## src/rtl/ks_pkg.sv

```systemverilog
package ks_pkg;
  localparam int STATE_W = 64;
  localparam int RUN_LEN = 64;
  localparam int CNT_W   = $clog2(RUN_LEN);

  localparam int A_W = 19;
  localparam int B_W = 22;
  localparam int C_W = 23;

  localparam int A_LO = 0;
  localparam int B_LO = A_LO + A_W;
  localparam int C_LO = B_LO + B_W;

  localparam logic [A_W-1:0] A_TAPS = A_W'((1 << 18) | (1 << 17) | (1 << 16) | (1 << 13));
  localparam logic [B_W-1:0] B_TAPS = B_W'((1 << 21) | (1 << 20));
  localparam logic [C_W-1:0] C_TAPS = C_W'((1 << 22) | (1 << 21) | (1 << 20) | (1 << 7));

  localparam int A_CBIT = 8;
  localparam int B_CBIT = 10;
  localparam int C_CBIT = 10;
endpackage

```

## src/rtl/lfsr_stage.sv

```systemverilog
module lfsr_stage #(
  parameter int             W    = 19,
  parameter logic [W-1:0]   TAPS = '0,
  parameter int             CBIT = 0
) (
  input  logic         clk_i,
  input  logic         rst_ni,
  input  logic         load_i,
  input  logic [W-1:0] load_val_i,
  input  logic         step_i,
  output logic         msb_o,
  output logic         ctl_o
);
  logic [W-1:0] r_q;
  logic         fb;

  assign fb    = ^(r_q & TAPS);
  assign msb_o = r_q[W-1];
  assign ctl_o = r_q[CBIT];

  always_ff @(posedge clk_i or negedge rst_ni) begin
    if (!rst_ni)     r_q <= '0;
    else if (load_i) r_q <= load_val_i;
    else if (step_i) r_q <= {r_q[W-2:0], fb};
  end


  shift_step_chk: assert property (@(posedge clk_i) disable iff (!rst_ni)
    (step_i && !load_i) |=> (r_q[W-1:1] == $past(r_q[W-2:0])));

  hold_chk: assert property (@(posedge clk_i) disable iff (!rst_ni)
    (!step_i && !load_i) |=> $stable(r_q));

  load_chk: assert property (@(posedge clk_i) disable iff (!rst_ni)
    load_i |=> (r_q == $past(load_val_i)));
endmodule

```

## src/rtl/maj_vote.sv

```systemverilog
module maj_vote (
  input  logic       en_i,
  input  logic [2:0] ctl_i,
  output logic [2:0] step_o
);
  logic maj;
  assign maj = (ctl_i[0] & ctl_i[1]) | (ctl_i[0] & ctl_i[2]) | (ctl_i[1] & ctl_i[2]);

  always_comb begin
    for (int k = 0; k < 3; k++) step_o[k] = en_i & (ctl_i[k] == maj);
  end
endmodule

```

## src/rtl/ks_lane.sv

```systemverilog
module ks_lane
  import ks_pkg::*;
(
  input  logic               clk_i,
  input  logic               rst_ni,
  input  logic               load_i,
  input  logic [STATE_W-1:0] state_i,
  output logic               bit_o,
  output logic               valid_o,
  output logic               done_o
);
  localparam logic [CNT_W-1:0] LAST = CNT_W'(RUN_LEN - 1);

  logic             active_q, done_q;
  logic [CNT_W-1:0] cnt_q;
  logic             step_en;
  logic [2:0]       ctl, step, msb;

  assign step_en = active_q & ~load_i & (cnt_q != LAST);

  lfsr_stage #(.W(A_W), .TAPS(A_TAPS), .CBIT(A_CBIT)) u_ra (
    .clk_i, .rst_ni, .load_i,
    .load_val_i(state_i[A_LO +: A_W]),
    .step_i(step[0]), .msb_o(msb[0]), .ctl_o(ctl[0]));

  lfsr_stage #(.W(B_W), .TAPS(B_TAPS), .CBIT(B_CBIT)) u_rb (
    .clk_i, .rst_ni, .load_i,
    .load_val_i(state_i[B_LO +: B_W]),
    .step_i(step[1]), .msb_o(msb[1]), .ctl_o(ctl[1]));

  lfsr_stage #(.W(C_W), .TAPS(C_TAPS), .CBIT(C_CBIT)) u_rc (
    .clk_i, .rst_ni, .load_i,
    .load_val_i(state_i[C_LO +: C_W]),
    .step_i(step[2]), .msb_o(msb[2]), .ctl_o(ctl[2]));

  maj_vote u_vote (.en_i(step_en), .ctl_i(ctl), .step_o(step));

  always_ff @(posedge clk_i or negedge rst_ni) begin
    if (!rst_ni) begin
      active_q <= 1'b0;
      cnt_q    <= '0;
      done_q   <= 1'b0;
    end else begin
      done_q <= active_q & ~load_i & (cnt_q == LAST);
      if (load_i) begin
        active_q <= 1'b1;
        cnt_q    <= '0;
      end else if (active_q) begin
        if (cnt_q == LAST) active_q <= 1'b0;
        else               cnt_q    <= cnt_q + 1'b1;
      end
    end
  end

  assign valid_o = active_q;
  assign done_o  = done_q;
  assign bit_o   = active_q & (^msb);


  two_step_chk: assert property (@(posedge clk_i) disable iff (!rst_ni)
    step_en |-> ($countones(step) >= 2));

  done_pulse_chk: assert property (@(posedge clk_i) disable iff (!rst_ni)
    done_o |=> !done_o);

  done_novalid_chk: assert property (@(posedge clk_i) disable iff (!rst_ni)
    done_o |-> !valid_o);

  load_start_chk: assert property (@(posedge clk_i) disable iff (!rst_ni)
    load_i |=> (valid_o && !done_o));

  done_after_last_chk: assert property (@(posedge clk_i) disable iff (!rst_ni)
    $rose(done_o) |-> $past(valid_o));
endmodule

```

## src/rtl/maj_lfsr_keystream.sv

```systemverilog
module maj_lfsr_keystream
  import ks_pkg::*;
#(
  parameter int LANES = 4
) (
  input  logic                     clk_i,
  input  logic                     rst_ni,
  input  logic [LANES-1:0]         load_i,
  input  logic [LANES*STATE_W-1:0] state_i,
  output logic [LANES-1:0]         bit_o,
  output logic [LANES-1:0]         valid_o,
  output logic [LANES-1:0]         done_o
);
  for (genvar l = 0; l < LANES; l++) begin : g_lane
    ks_lane u_lane (
      .clk_i,
      .rst_ni,
      .load_i (load_i[l]),
      .state_i(state_i[l*STATE_W +: STATE_W]),
      .bit_o  (bit_o[l]),
      .valid_o(valid_o[l]),
      .done_o (done_o[l])
    );
  end


  reset_idle_chk: assert property (@(posedge clk_i)
    !rst_ni |=> (valid_o == '0 && done_o == '0));
endmodule

```

## config.mk

```make
export PLATFORM = sky130hd
export DESIGN_NAME = maj_lfsr_keystream
export DESIGN_NICKNAME = d
export VERILOG_FILES = /design/src/rtl/ks_pkg.sv /design/src/rtl/lfsr_stage.sv /design/src/rtl/maj_vote.sv /design/src/rtl/ks_lane.sv /design/src/rtl/maj_lfsr_keystream.sv
export SDC_FILE = /design/constraint.sdc
export NUM_CORES = 1
export LEC_CHECK = 0
export ABC_AREA = 1
export BUFFER_PORTS_ARGS = -buffer_cell sky130_fd_sc_hd__buf_2
export CORE_ASPECT_RATIO = 1.25
export CORE_UTILIZATION = 48
export DETAILED_ROUTE_END_ITERATION = 7
export GPL_TIMING_DRIVEN = 1
export PLACE_DENSITY = 0.7
export SLEW_MARGIN = 40
export SYNTH_ARGS = -nofsm -noshare
export SYNTH_HDL_FRONTEND = slang
export SYNTH_SLANG_ARGS = --single-unit
```

## constraint.sdc

```tcl
create_clock -name clk_i -period 2.95 [get_ports clk_i]
set_clock_uncertainty 0.2 [all_clocks]
set_input_delay 0.59 -clock clk_i [delete_from_list [all_inputs] [get_ports clk_i]]
set_output_delay 0.59 -clock clk_i [all_outputs]
set_load 0.005 [all_outputs]
```

Yosys cells after proc, flatten, opt, wreduce, memory -nomap -nowiden
Index checks and enable logic that the tools add are counted.
{ "word_totals": {"reg_bits": 288, "word_cells": 188} }
{ "classes": {"n_addsub": 4, "eq_ne": 24, "muxes": 48, "bitwise_logic": 52, "reduce_logical": 36} }
{ "ops": {"columns": ["cell", "n"], "rows": [
  ["$mux 23", 8],
  ["$mux 22", 8],
  ["$mux 19", 8],
  ["$reduce_xor 23->1", 4],
  ["$reduce_xor 22->1", 4],
  ["$reduce_xor 19->1", 4],
  ["$mux 6", 12],
  ["$and 1x1->1", 40],
  ["$reduce_bool 2->1", 16],
  ["$add 6x1->6 const B", 4],
  ["$eq 6x6->1 const B", 4],
  ["$ne 6x6->1 const B", 4],
  ["$eq 1x1->1", 12],
  ["$mux 1", 12],
  ["$reduce_xor 3->1", 4],
  ["$ne 2x2->1 const B", 4],
  ["$or 1x1->1", 8],
  ["$reduce_and 2->1", 4],
  ["$not 1->1", 4]
]} }

Longest topological paths before layout
Gate-level depths: netlist of run 1.
{ "depth": {"depth_word": 7, "depth_mapped": 9, "mapped_depth_nobuf": 8} }

Cells and area by module
Synthesis of run 1 repeated with hierarchy kept, for this count alone.
{ "hier_totals": {"cells_unflattened": 1804, "hier_area_um2": 14048.5} }
{ "modules_own_cells": {"columns": ["mod", "n_inst", "cells_per_inst", "area_per_inst_um2", "seq_area_each_um2"], "rows": [
  ["lfsr_stage at g_lane[0].u_lane.u_rc ...", 4, 138, 1083.5, 575.6],
  ["lfsr_stage at g_lane[0].u_lane.u_rb ...", 4, 124, 977.2, 550.5],
  ["lfsr_stage at g_lane[0].u_lane.u_ra ...", 4, 116, 929.6, 475.5],
  ["ks_lane", 4, 57, 454.2, 200.2],
  ["maj_vote", 4, 16, 67.6, 0.0]
]} }

Least setup slack after synthesis of run 1
No wires, ideal clock.
{ "synth_timing": {"kind": "reg-to-reg", "startpoint": "reg g_lane[0].u_lane.cnt_q[0]", "endpoint": "reg g_lane[0].u_lane.u_ra.r_q[16]", "t_arrival_ps": 1439, "t_required_ps": 2626, "slack_ps": 1187, "stages_incl_launch_ff": 10, "n_path_buf": 2, "cell_sequence": "dfrtp_1 > ha_1 > nand3_2 > nor2_4 > nor2_4 > nand2_1 > buf_4 > buf_6 > nand2_1 > nand3_1"} }
{ "synth_between": {"elab_chain_cells": 4} }
{ "synth_lines": {"columns": ["item", "line_no", "source"], "rows": [
  ["from (decl)", "ks_lane.sv:15", "logic [CNT_W-1:0] cnt_q;"],
  ["from (signal assigned)", "ks_lane.sv:50", "else cnt_q <= cnt_q + 1'b1;"],
  ["$ne 6x6->1", "ks_lane.sv:19", "assign step_en = active_q & ~load_i & (cnt_q != LAST);"],
  ["$and 1x1->1", "ks_lane.sv:19", null],
  ["$and 1x1->1", "maj_vote.sv:10", "for (int k = 0; k < 3; k++) step_o[k] = en_i & (ctl_i[k] == maj);"],
  ["$reduce_bool 2->1 (no source line)", null, null],
  ["to (signal assigned)", "lfsr_stage.sv:23", "else if (load_i) r_q <= load_val_i;"],
  ["to (signal assigned)", "lfsr_stage.sv:24", "else if (step_i) r_q <= {r_q[W-2:0], fb};"],
  ["to (decl)", "lfsr_stage.sv:14", "logic [W-1:0] r_q;"]
]} }
No other way between the ends.
A chain may end at the register's enable or synchronous reset.

Worst setup path after layout of run 1
{ "layout_timing": {"startpoint": "reg g_lane[1].u_lane.u_ra.r_q[18]", "endpoint": "out bit_o[1]"} }
{ "layout_between": {"elab_chain_cells": 2} }
{ "layout_lines": {"columns": ["item", "line_no", "source"], "rows": [
  ["from (decl)", "lfsr_stage.sv:14", null],
  ["from (signal assigned)", "lfsr_stage.sv:23", null],
  ["from (signal assigned)", "lfsr_stage.sv:24", null],
  ["$reduce_xor 3->1", "ks_lane.sv:57", "assign bit_o = active_q & (^msb);"],
  ["$and 1x1->1", "ks_lane.sv:57", null],
  ["to (decl)", "maj_lfsr_keystream.sv:10", "output logic [LANES-1:0] bit_o,"]
]} }
No other way between the ends.

==> flow_summary.ini, run 1 <==
[status]
status = complete, no violations

[sta]
setup_viol = 0
tns_ns = 0
slew_violations = 0
hold_slack_ns = 0.04989
max-slew-margin-rel_pct = 52.33
finalCriticalPeriod_ns = 2.460
fmax_mhz = 406.6
finalHoldViolations = 0
min_period_over_period_pct = 83.38
worst_pin_slew_ns = 0.7134
rsz0062_at_grt = no

[global_routing]
grt_util_all_layers_pct = 22.63
antenna_found_initial = 2
first_global_vias = 13790
grt_pass1_wl_um = 63370
grt_max_degree = 120
grt-ovfl-total = 0

[cts]
clk_path_buf_depth = 3
tritoncts = built
cts_root_buf = clkbuf_16
clkTransAtPathRegs_ns = 0.06
clock_latency_ns = 0.56
cts_resized = 0
htree_levels = 1
cts_buffers = 31
cts_num_sinks = 288

[power]
combPwrFrac_pct = 30.5
p_seq_share_pct = 43.1
clockPowerShare_pct = 26.4
power.net_switching_mw = 5.283
power_density_nw_per_um2 = 781.4
switching_share_pct = 36.87
internal_power_mw = 9.047
p_leak_nw = 10.68
peakVddDrop_uv = 601.4
total_power_mw = 14.33

[yosys]
synth_area_um2 = 15840
syn_area_per_cell_um2 = 6.814
ys_ff_latch = 288
synth_nets = 2590
yosysWarnings = 0
synth_cell_types = 28
synth_cells = 2324
synth-seq-area-share_pct = 45.51

[routing]
ant_nets = 0
vias_per_cell = 4.944
route.met2.wl_um = 18450
top_layer = met5
wl_met1_um = 16540
vias = 14670
drc = 0
wl_per_cell_um = 12.66
drt_first_pass_iters = 7
drtIter0Drc = 884
drt-total-wl_um = 37570
wl_met3_um = 1706

[min_path]
holdCritPathClass = primary input to register
holdPathStages = 3

[floorplan]
die_h_um = 205.1
die-area_um2 = 33730
std_cell_rows = 74
core_area_um2 = 32590
start_util_pct = 48.59
die-width_um = 164.5
io_pins = 274

[place]
dpl_cell_area_um2 = 17340
globalplace.congestion = 0.8182
io_buffer_count = 273
place_inst = 2909
hpwl_um = 24880

[finish]
area.growth.synth_to_final_pct = 15.80
final_cell_area_um2 = 18340
n_fill_cell = 3159
fin_cells = 2967
finalNetCount = 2791
layout-drive-gt1-share_pct = 15.27

[worst_setup_path]
cp_top_family = XOR/XNOR gates
arrival_ns = 1.67
critPathSlowestCell = dfrtp_1
crit_buf_inv = 1
r2r_cells = 8
path_cells = xnor2_1 > xor2_1 > nor2_1 > buf_2
crit_fanout = 5
critPathMaxStageDelay_ns = 0.43
path_class = register to output pin
cp-start-kind = register
crit_required_ns = 2.16
cp.depth = 4
crit_path_end_kind = output pin

[run]
drv_cap = 0
[worst reg2reg max path, stage by stage (launching register included)]
cell and delay, ns:
dfrtp_1 0.43, ha_1 0.22, nand3_2 0.14, nor2_4 0.19, nor2_8 0.07, nand2_4 0.21, nand2_1 0.50, nand2_1 0.20
nand2_1 0.07
[final cells by class]
type                       count  area [um^2]  area share (%)
antenna                        1        2.502         0.01365
clock buffer                  50        957.2           5.219
clock inverter                 6        30.03          0.1637
inverter                      97        366.6           1.999
multi-input combinational   1805         7569           41.27
sequential                   288         7207           39.30
tap                          418        523.0           2.852
timing repair buffer         302         1684           9.183
[registers in the layout, indices dropped and copies added (netlist names)]
name,cells
g_lane.u_lane.cnt_q,24
g_lane.u_lane.done_o,4
g_lane.u_lane.u_ra.r_q,76
g_lane.u_lane.u_rb.r_q,88
g_lane.u_lane.u_rc.r_q,92
g_lane.u_lane.valid_o,4
[per-stage QoR]
stage	worst slack, ns	util [%]
2_1_floorplan	1.187	-
3_3_place_gp	0.6703	53.20
3_5_place_dp	0.6203	53.20
4_1_cts	0.4414	56.26
5_1_grt	0.3471	56.27
6_report	0.4903	56.27
[path summary, 6_finish.rpt]
path	start	endpoint	slack, ns
max	g_lane[1].u_lane.u_ra.r_q[18]	bit_o[1]	0.49
min	state_i[19]	g_lane[0].u_lane.u_rb.r_q[0]	0.05
max reg2reg	g_lane[2].u_lane.cnt_q[0]	g_lane[2].u_lane.u_rc.r_q[10]	0.60
min reg2reg	g_lane[1].u_lane.u_ra.r_q[2]	g_lane[1].u_lane.u_ra.r_q[2]	0.28
max in group asynchronous	rst_ni	g_lane[2].u_lane.u_rc.r_q[8]	1.42
min in group asynchronous	rst_ni	g_lane[3].u_lane.cnt_q[2]	0.34
[repair_timing]
item,in CTS,in global routing
setup buffers,0,0
hold buffers,1,0
endpoints found under the hold margin,44,0
endpoints found under the setup margin,0,0
[cells in the final DEF (no fill, tap or decap), types with 8 or more instances in the layout]
cell	instances
buf_2	272
buf_4	21
clkbuf_1	8
clkbuf_16	31
clkbuf_8	11
clkinv_2	8
dfrtp_1	288
inv_1	93
nand2_1	1371
nand2_2	11
nand3_1	262
nand3_2	13
nor2_1	29
o21ai_0	64
xnor2_1	12
xor2_1	11
[cells in the mapped netlist, drive strengths merged]
master  instances  area share, %
xor2           11           0.61
o21ai          64            2.0
xnor2          12           0.66
o21bai          1          0.047
dfrtp         288             46
nand2        1386             33
clkbuf         45            1.1
nand3         275            9.1
inv            96            2.3
nor2           37            1.3
nand3b          1          0.047
nand4           6           0.24
a21oi           3          0.095
nor3            5           0.16
ha              4           0.32
buf            89            3.3
clkinv          1          0.024
[cell families (layout without fill, tap and decap cells)]
family	after synthesis	count (layout)	synth area share, %
other	0	1	0
buffers and inverters	231	455	6.700
flip-flops	288	288	45.51
AND/OR/NAND/NOR	1710	1710	44.04
adder cells (fa/ha/maj)	4	4	0.3160
AO/OA/AOI/OAI	68	68	2.165
XOR/XNOR	23	23	1.272
[layer usage]
layer  GRT usage (%)  up-vias
met2           38.82      307
met1           29.61     6742
li1                -     7566
met3           2.754       53
met5               0        -
met4           7.077        2
[power groups by stage]
stage               Sequential, mW  Combinational [mW]  Clock [mW]
finish                        6.18                4.37        3.78
global route                  6.36                5.13        4.01
CTS                           6.17                4.42        3.87
detailed placement            6.21                4.40           0
global placement              6.17                4.28           0
floorplan                     6.00                3.56           0
No activity file was read; power rests on OpenSTA's default activity.
==> run 2: changes to the inputs <==
Clock period 2.95 ns to 2.3 ns, I/O delays scaled along.
==> run 2 against run 1 <==
Effect of this change: worst hold slack got worse by 0.033 ns; sequential power increased by 28%; first-iteration DRC count grew 7.5%; global-route usage increased by 1.6 points; core utilization up 6.2 points; worst setup slack worse by 0.46 ns; largest cell class unchanged; critical path depth stayed put.
==> flow_summary.ini, run 2 (synthesis results as in run 1) <==
[place]
place_inst = 2926
dpl_cell_area_um2 = 17490
io_buffer_count = 273
globalplace.congestion = 0.8299
hpwl_um = 25770

[routing]
drtIter0Drc = 950
ant_nets = 0
vias_per_cell = 4.956
vias = 15680
wl_per_cell_um = 12.90
drt_first_pass_iters = 6
drt-total-wl_um = 40820
drc = 0

[global_routing]
grt_pass1_wl_um = 67770
first_global_vias = 14750
grt_max_degree = 110
use_met2_pct = 41.58
globalRouteMet3Util_pct = 2.956
grt_util_all_layers_pct = 24.24
antenna_found_initial = 1
busiest_layer = met2
grt-ovfl-total = 0
met1_usage_pct = 31.13

[finish]
fin_cells = 3163
area.growth.synth_to_final_pct = 28.55
reg_top3 = g_lane.u_lane.u_rc.r_q x92, g_lane.u_lane.u_rb.r_q x88, g_lane.u_lane.u_ra.r_q x76
n_fill_cell = 2851
finalNetCount = 2991
largest_reg_flops = 92
layout-drive-gt1-share_pct = 15.08
final_common_cell = nand2_1
max_flop_register = g_lane.u_lane.u_rc.r_q
diodes = 0
layout_common_cells = nand2_1, dfrtp_1, buf_2
final_cell_area_um2 = 20360

[cts]
cts_root_buf = clkbuf_16
tritoncts = built
clk_path_buf_depth = 3
cts_num_sinks = 288
clock_latency_ns = 0.56
htree_levels = 1
cts_buffers = 31
clkTransAtPathRegs_ns = 0.06

[run]
drv_cap = 0

[sta]
hold_slack_ns = 0.01682
fmax_mhz = 440.9
min_period_over_period_pct = 98.61
finalCriticalPeriod_ns = 2.268
rsz0062_at_grt = yes
max-slew-margin-rel_pct = 51.78
slew_violations = 0
finalHoldViolations = 0
tns_ns = 0
setup_viol = 0
worst_pin_slew_ns = 0.7233

[floorplan]
die-area_um2 = 33730
die_h_um = 205.1
std_cell_rows = 74
core_area_um2 = 32590
die-width_um = 164.5
start_util_pct = 48.59
io_pins = 274

[worst_setup_path]
critPathMaxStageDelay_ns = 0.42
r2r_cells = 9
r2r_end = g_lane[3].u_lane.u_rb.r_q[14]
path_cells = xnor2_2 > xor2_1 > nor2_1 > buf_2
arrival_ns = 1.61
rrSetupSlack_ns = 0.31
cp_top_family = flip-flops
crit_fanout = 2
r2r-start = g_lane[3].u_lane.cnt_q[0]
path_class = register to output pin
crit_required_ns = 1.64
crit_path_end_kind = output pin
critPathSlowestCell = dfrtp_2
cp-start-kind = register
crit_buf_inv = 1

[status]
status = complete, no violations

[min_path]
holdCritPathClass = primary input to register
holdPathEnd = g_lane[2].u_lane.u_rc.r_q[4]
holdPathStages = 5
hp-start = state_i[173]

[power]
p_leak_nw = 11.54
power_density_nw_per_um2 = 931.7
total_power_mw = 18.97
peakVddDrop_uv = 723.2
[run 2: changes by cell type in the layout (fill, tap and decap cells not counted), sizes merged]
cell         before  now
buf             301  322
bufinv            0    3
clkbuf           50   46
clkinv            8    4
clkinvlp          0    2
diode             1    0
dlygate4sd3       1  180
[run 2: layout make-up]
| class | instances | area, um^2 | share of cell area, % |
|---|---|---|---|
| repair buffers | 502 | 3659 | 17.97 |
| flip-flops and latches | 288 | 7212 | 35.42 |
| inverters | 97 | 366.6 | 1.801 |
| clock inverters | 7 | 115.1 | 0.5654 |
| clock buffers | 46 | 882.1 | 4.333 |
| multi-input cells | 1805 | 7601 | 37.34 |
| well taps | 418 | 523.0 | 2.569 |
[run 2: tightest hold or removal path, stage by stage]
cell and delay, ns:
buf_2 0.08, nand2_1 0.05, nand2_1 0.06, nand2_1 0.04, nand2_1 0.05
[run 2: stage by stage]
step           setup WS [ns]  utilization [%]
6_report             0.03204            62.47
5_1_grt            -0.006791            62.47
4_1_cts             -0.02086            62.29
3_5_place_dp          0.2810            53.67
3_3_place_gp          0.3495            53.67
2_1_floorplan         0.5372                -
[run 2: routing by layer]
metal  part of all wire [%]  wire length, um  vias to the layer above
li1                       -                -                     7963
met1                     43            17440                     7197
met2                     50            20240                      426
met3                    4.5             1848                       89
met4                    3.1             1274                        2
met5                  0.032               13                        -
[run 2: repair_timing]
item / 4_1_cts / 5_1_grt
gates cloned: 0 / 0
hold buffers: 180 / 0
endpoints found under the hold margin: 257 / 0
pin swaps: 3 / 3
gates resized for setup: 3 / 6
endpoints found under the setup margin: 2 / 4
buffers inserted: 0 / 4
[run 2: worst max-delay path by stage]
| stage | from | endpoint | slack (ns) | cells past startpoint |
|---|---|---|---|---|
| final | g_lane[1].u_lane.u_ra.r_q[18] | bit_o[1] | 0.03 | 4 |
| after global routing | g_lane[2].u_lane.u_rb.r_q[21] | bit_o[2] | -0.007 | 4 |
| after CTS | g_lane[1].u_lane.u_ra.r_q[18] | bit_o[1] | -0.02 | 4 |
| after detailed placement | g_lane[0].u_lane.cnt_q[0] | g_lane[0].u_lane.cnt_q[4] | 0.28 | 6 |
| after global placement | g_lane[2].u_lane.cnt_q[0] | g_lane[2].u_lane.u_rb.r_q[7] | 0.35 | 8 |
| after floorplan | g_lane[0].u_lane.cnt_q[0] | g_lane[0].u_lane.u_ra.r_q[16] | 0.54 | 9 |
[run 2: power breakdown]
group	switching [mW]	total (mW)	leakage, nW	internal [mW]
Combinational	3.71	6.07	7.50	2.37
Sequential	1.17	7.94	3.56	6.77
Clock	2.00	4.96	0.480	2.96
